**src/rtl/clkdiv_pkg.sv**
```systemverilog
package clkdiv_pkg;

  typedef enum logic [1:0] {
    MODE_PASS    = 2'b00,
    MODE_DIV     = 2'b01,
    MODE_DLY     = 2'b10,
    MODE_DIV_DLY = 2'b11
  } out_mode_e;

  // Dividing modes; the delayed-only mode behaves as pass here
  function automatic logic uses_divider(input out_mode_e m);
    return (m == MODE_DIV) || (m == MODE_DIV_DLY);
  endfunction

endpackage

```
**src/rtl/clkdiv_counter.sv**
```systemverilog
module clkdiv_counter #(
  parameter int CODE_W = 8
) (
  input  logic              clk,
  input  logic              rst_n,
  input  logic              sync_n,
  input  logic [CODE_W-1:0] code,
  output logic              phase,
  output logic              tick,
  output logic              code_bad
);

  // Code zero is replaced by one
  function automatic logic [CODE_W-1:0] eff_code(input logic [CODE_W-1:0] c);
    return (c == '0) ? CODE_W'(1) : c;
  endfunction

  logic [CODE_W-1:0] cnt;

  assign code_bad = (code == '0);
  assign tick     = sync_n && (cnt == '0);

  always_ff @(posedge clk or negedge rst_n) begin
    if (!rst_n) begin
      cnt   <= '0;
      phase <= 1'b0;
    end else if (!sync_n) begin
      cnt   <= '0;
      phase <= 1'b0;
    end else if (cnt == '0) begin
      phase <= ~phase;
      cnt   <= eff_code(code) - CODE_W'(1);
    end else begin
      cnt <= cnt - CODE_W'(1);
    end
  end

endmodule

```
**src/rtl/clkdiv_outsel.sv**
```systemverilog
module clkdiv_outsel
  import clkdiv_pkg::*;
(
  input  logic      clk_in,
  input  logic      phase,
  input  out_mode_e mode,
  input  logic      en_ch,
  input  logic      en_shared,
  output logic      out
);

  always_comb begin
    if (!(en_ch && en_shared))
      out = 1'b0;
    else if (uses_divider(mode))
      out = phase;
    else
      out = clk_in;
  end

endmodule

```
**src/rtl/clk_div_bank.sv**
```systemverilog
module clk_div_bank
  import clkdiv_pkg::*;
#(
  parameter int NUM_CH = 4,
  parameter int CODE_W = 8
) (
  input  logic                     clk_in,
  input  logic                     rst_n,
  input  logic                     sync_n,
  input  logic                     global_en,
  input  logic                     oe_pin,
  input  logic [NUM_CH*CODE_W-1:0] div_code,
  input  logic [2*NUM_CH-1:0]      mode_sel,
  input  logic [NUM_CH-1:0]        ch_en,
  output logic [NUM_CH-1:0]        clk_out,
  output logic [NUM_CH-1:0]        code_err
);

  localparam int CODE_BUS_W = NUM_CH * CODE_W;

  logic              en_shared;
  logic [NUM_CH-1:0] div_phase;
  logic [NUM_CH-1:0] div_tick;

  assign en_shared = global_en & oe_pin;

  for (genvar i = 0; i < NUM_CH; i++) begin : g_ch
    logic [CODE_W-1:0] code_i;
    out_mode_e         mode_i;

    assign code_i = div_code[i*CODE_W +: CODE_W];
    assign mode_i = out_mode_e'(mode_sel[2*i +: 2]);

    clkdiv_counter #(.CODE_W(CODE_W)) u_cnt (
      .clk      (clk_in),
      .rst_n    (rst_n),
      .sync_n   (sync_n),
      .code     (code_i),
      .phase    (div_phase[i]),
      .tick     (div_tick[i]),
      .code_bad (code_err[i])
    );

    clkdiv_outsel u_sel (
      .clk_in    (clk_in),
      .phase     (div_phase[i]),
      .mode      (mode_i),
      .en_ch     (ch_en[i]),
      .en_shared (en_shared),
      .out       (clk_out[i])
    );
  end

  if (CODE_BUS_W < NUM_CH) begin : g_bad_param
    initial $error("CODE_W must be at least 1");
  end

endmodule

```
**config.mk**
```make
export PLATFORM = sky130hd
export DESIGN_NAME = clk_div_bank
export DESIGN_NICKNAME = d
export VERILOG_FILES = /design/src/rtl/clkdiv_pkg.sv /design/src/rtl/clkdiv_counter.sv /design/src/rtl/clkdiv_outsel.sv /design/src/rtl/clk_div_bank.sv
export SDC_FILE = /design/constraint.sdc
export NUM_CORES = 1
export LEC_CHECK = 0
export ABC_AREA = 0
export BUFFER_PORTS_ARGS = -buffer_cell sky130_fd_sc_hd__buf_2
export CAP_MARGIN = 25
export CORE_UTILIZATION = 31
export DETAILED_ROUTE_END_ITERATION = 6
export GPL_TIMING_DRIVEN = 0
export HOLD_SLACK_MARGIN = 0.02
export PLACE_DENSITY = 0.47
export SETUP_SLACK_MARGIN = 0.05
export SLEW_MARGIN = 10
export SYNTH_ARGS = -nofsm -noshare
export SYNTH_HDL_FRONTEND = slang
export SYNTH_SLANG_ARGS = --single-unit
```
**constraint.sdc**
```tcl
create_clock -name clk_in -period 6.41 [get_ports clk_in]
set_input_delay 0.641 -clock clk_in [delete_from_list [all_inputs] [get_ports clk_in]]
set_output_delay 0.641 -clock clk_in [all_outputs]
set_load 0.05 [all_outputs]
```
==> metrics.csv <==
stage,metric,value,unit
pwr,p_leak,1.344,nW
clock_network,post-cts-setup-buffers,0,
critical_path,r2r-end,g_ch[2].u_cnt.cnt[6]$_DFF_PN0_,
timing,setup_viol_count_final,0,
clock_network,cts_resized,0,
global_routing,grt_antenna_before_repair,0,
layout,multi_input_area,1526,sq um
flow_run,drv_cap,0,
pwr,switching_share,42.54,%
critical_path,path_max_fanout,2,
pwr,p_int,0.7753,mW
drt,drt_pass1_iterations,5,
critical_path,path_class,clk -> out,
critical_path,path_buf_inv,4,
synth,yosysTopAreaCell,dfrtp_1,
critical_path,cp.depth,6,
synth,synth.most_common_cell,dfrtp_1,
timing,final_max_slew_viol_count,0,
pwr,ir_worst_vdd,160.2,uV
critical_path,crit_arrival,4.08,ns
global_routing,grt_usage,16.92,%
clock_network,cts_tree,built,
critical_path,required,5.77,ns
timing,worst_slew_pin_slew,0.8571,ns
critical_path,cpMostUsedCell,clkbuf_8,
layout,fin_nets,409,
global_routing,grt_pass1_wl,11390,um
drt,viasPerCell,5.447,
die,initial_core_util,32.68,%
pwr,power.switching,0.5741,mW
layout,syn_to_final_growth,20.88,%
global_routing,first_global_vias,2416,
synth,synthTopCellsByCount,"dfrtp_1 (36), nor2_1 (33), a21oi_1 (20)",
die,core_area,7848,sq um
timing,fin_skew,0.006993,ns
pwr,pwr-share-clk,22.8,%
drt,drc_errors,0,
pwr,comb_power_share,47.8,%
synth,synth_top_area_share,35.12,%
drt,wirelength,6706,um
global_routing,overflow,0,
die,die_x,92.96,um
drt,postRouteAntennaNets,0,
drt,drt_iter0_drc,129,
synth,syn_inst,296,
critical_path,worstPathCellList,clkbuf_8 > clkbuf_8 > mux2i_1 > nor3b_1 > buf_4 > buf_2,
die,placementRows,32,
critical_path,max_stage_delay,0.21,ns
synth,synth-seq-area-share,35.12,%
clock_network,clk_latency,0.39,ns
run_status,outcome,"complete, no violations",
clock_network,hold_buffers,0,
synth,ys_top_cells_by_area,"dfrtp_1 (35%), nor2_1 (4.8%), a21oi_1 (3.9%)",
timing,setup_slack,1.693,ns
synth,ys_warn_count,0,
clock_network,clk_pin_slew_worst_paths,0.07,ns
critical_path,reg2reg_depth,9,
critical_path,crit_family,buffers and inverters,
drt,wire_per_inst,14.61,um
placement,place_congestion,0.7784,
placement,portBuffers,49,
synth,synth_area,2565,sq um
critical_path,crit_path_start_kind,clock port,
synth,synthFlopType,dfrtp_1,
timing,rsz0062_at_grt,false,
layout,regArea,900.9,sq um
synth,synth_cell_type_count,52,
synth,async_flop_share,100.0,%
synth,ys_seq_elements,36,
synth,synth_fp_nets,349,
die,ios,57,
placement,dpl.hpwl,4893,um
synth,synth-edff-count,0,
global_routing,grt_start_max_net_pins,37,
timing,slew_headroom,42.86,%
critical_path,r2r_start,g_ch[2].u_cnt.cnt[4]$_DFF_PN0_,
layout,drive_above_1_share,22.69,%
critical_path,slowest_stage,mux2i_1,
worst_hold_path,worst_hold_path_type,in -> async,
die,dieArea,8642,sq um
synth,syn_area_per_cell,8.665,sq um
pwr,power_density,435.2,nW/um^2
pwr,p_seq_share,29.4,%
layout,nFillCells,833,
placement,pre_cts_ws,2.078,ns
critical_path,end_kind,output port,
die,die_h,92.96,um
drt,num_vias,2500,
critical_path,reg2reg_setup_slack,3.81,ns
layout,antennaDiodeCount,0,
timing,setup_tns,0,ns
timing,hold_viol,0,
-- power groups by stage --
| stage | combinational (mW) | sequential, mW | clock, mW |
|---|---|---|---|
| after floorplan | 0.515 | 0.376 | 0.0249 |
| after global placement | 0.639 | 0.399 | 0.0265 |
| after detailed placement | 0.642 | 0.398 | 0.0265 |
| after CTS | 0.646 | 0.395 | 0.322 |
| after global routing | 0.734 | 0.412 | 0.336 |
| final | 0.645 | 0.397 | 0.307 |
-- cell families (layout without fill, tap and decap cells) --
group | count (synthesis) | after routing | share of synthesized area (%)
AOI/OAI and AO/OA | 88 | 88 | 24.49
xor gates and xnor gates | 12 | 12 | 4.098
adders and majority gates | 4 | 4 | 1.951
buffers and inverters | 25 | 86 | 5.366
DFF | 36 | 36 | 35.12
muxes | 6 | 6 | 2.342
and+or+nand+nor | 125 | 125 | 26.64
-- state kept, by name (all words and copies together), names as in the netlist --
signal            flops
g_ch.u_cnt.cnt       32
g_ch.u_cnt.phase      4
-- cell type report --
type	count	area share [%]
Multi-Input combinational cell	235	49.23
Sequential cell	36	29.06
Timing Repair Buffer	45	7.264
Clock buffer	14	4.762
Tap cell	102	4.116
Buffer	18	3.592
Clock inverter	2	1.130
Inverter	7	0.8475
-- worst register-to-register path, stage by stage (launching register included) --
cell       delay [ns]
dfrtp_1          0.32
clkbuf_1         0.27
or3_1            0.26
nor3_2           0.11
a21oi_1          0.20
ha_1             0.21
or3b_1           0.45
or4_1            0.42
o21ai_0          0.17
o2bb2ai_1        0.13
-- placed cells by master, fill, tap and decap left out, types with 8 or more instances in the layout --
cell type,Yosys,layout
a21oi_1,20,20
nor3_1,16,16
or3_1,8,8
nor2_1,33,33
nand2_1,16,16
buf_2,2,51
or4_1,8,8
nor4_1,10,10
buf_4,9,9
dfrtp_1,36,36
o21ai_0,14,14
clkbuf_8,0,9
-- worst max-delay path by stage --
| stage | endpoint | startpoint |
|---|---|---|
| global placement | clk_out[0] | clk_in |
| floorplan | clk_out[0] | clk_in |
| global route | clk_out[3] | clk_in |
| detailed placement | clk_out[2] | clk_in |
| finish | clk_out[3] | clk_in |
| CTS | clk_out[3] | clk_in |
-- per-layer routing --
metal / wire length (um) / vias to the layer above / GRT usage, %
li1: - / 1247 / -
met1: 3163 / 1170 / 22.07
met2: 3052 / 73 / 25.43
met3: 395 / 8 / 4.516
met4: 57 / 2 / 8.077
met5: 37 / - / 3.846
-- stage by stage --
stage / util (%) / area (sq um) / total power, mW / instances / hold WS, ns
2_1_floorplan: - / 2565 / 0.9164 / 296 / 0.3454
3_3_place_gp: 37.44 / 2938 / 1.065 / 447 / 0.5285
3_5_place_dp: 37.44 / 2938 / 1.067 / 447 / 0.5391
4_1_cts: 39.51 / 3100 / 1.363 / 459 / 0.3847
5_1_grt: 39.51 / 3100 / 1.482 / 459 / 0.4255
6_report: 39.51 / 3100 / 1.349 / 459 / 0.3577
Power figures use the tool's default switching activity.
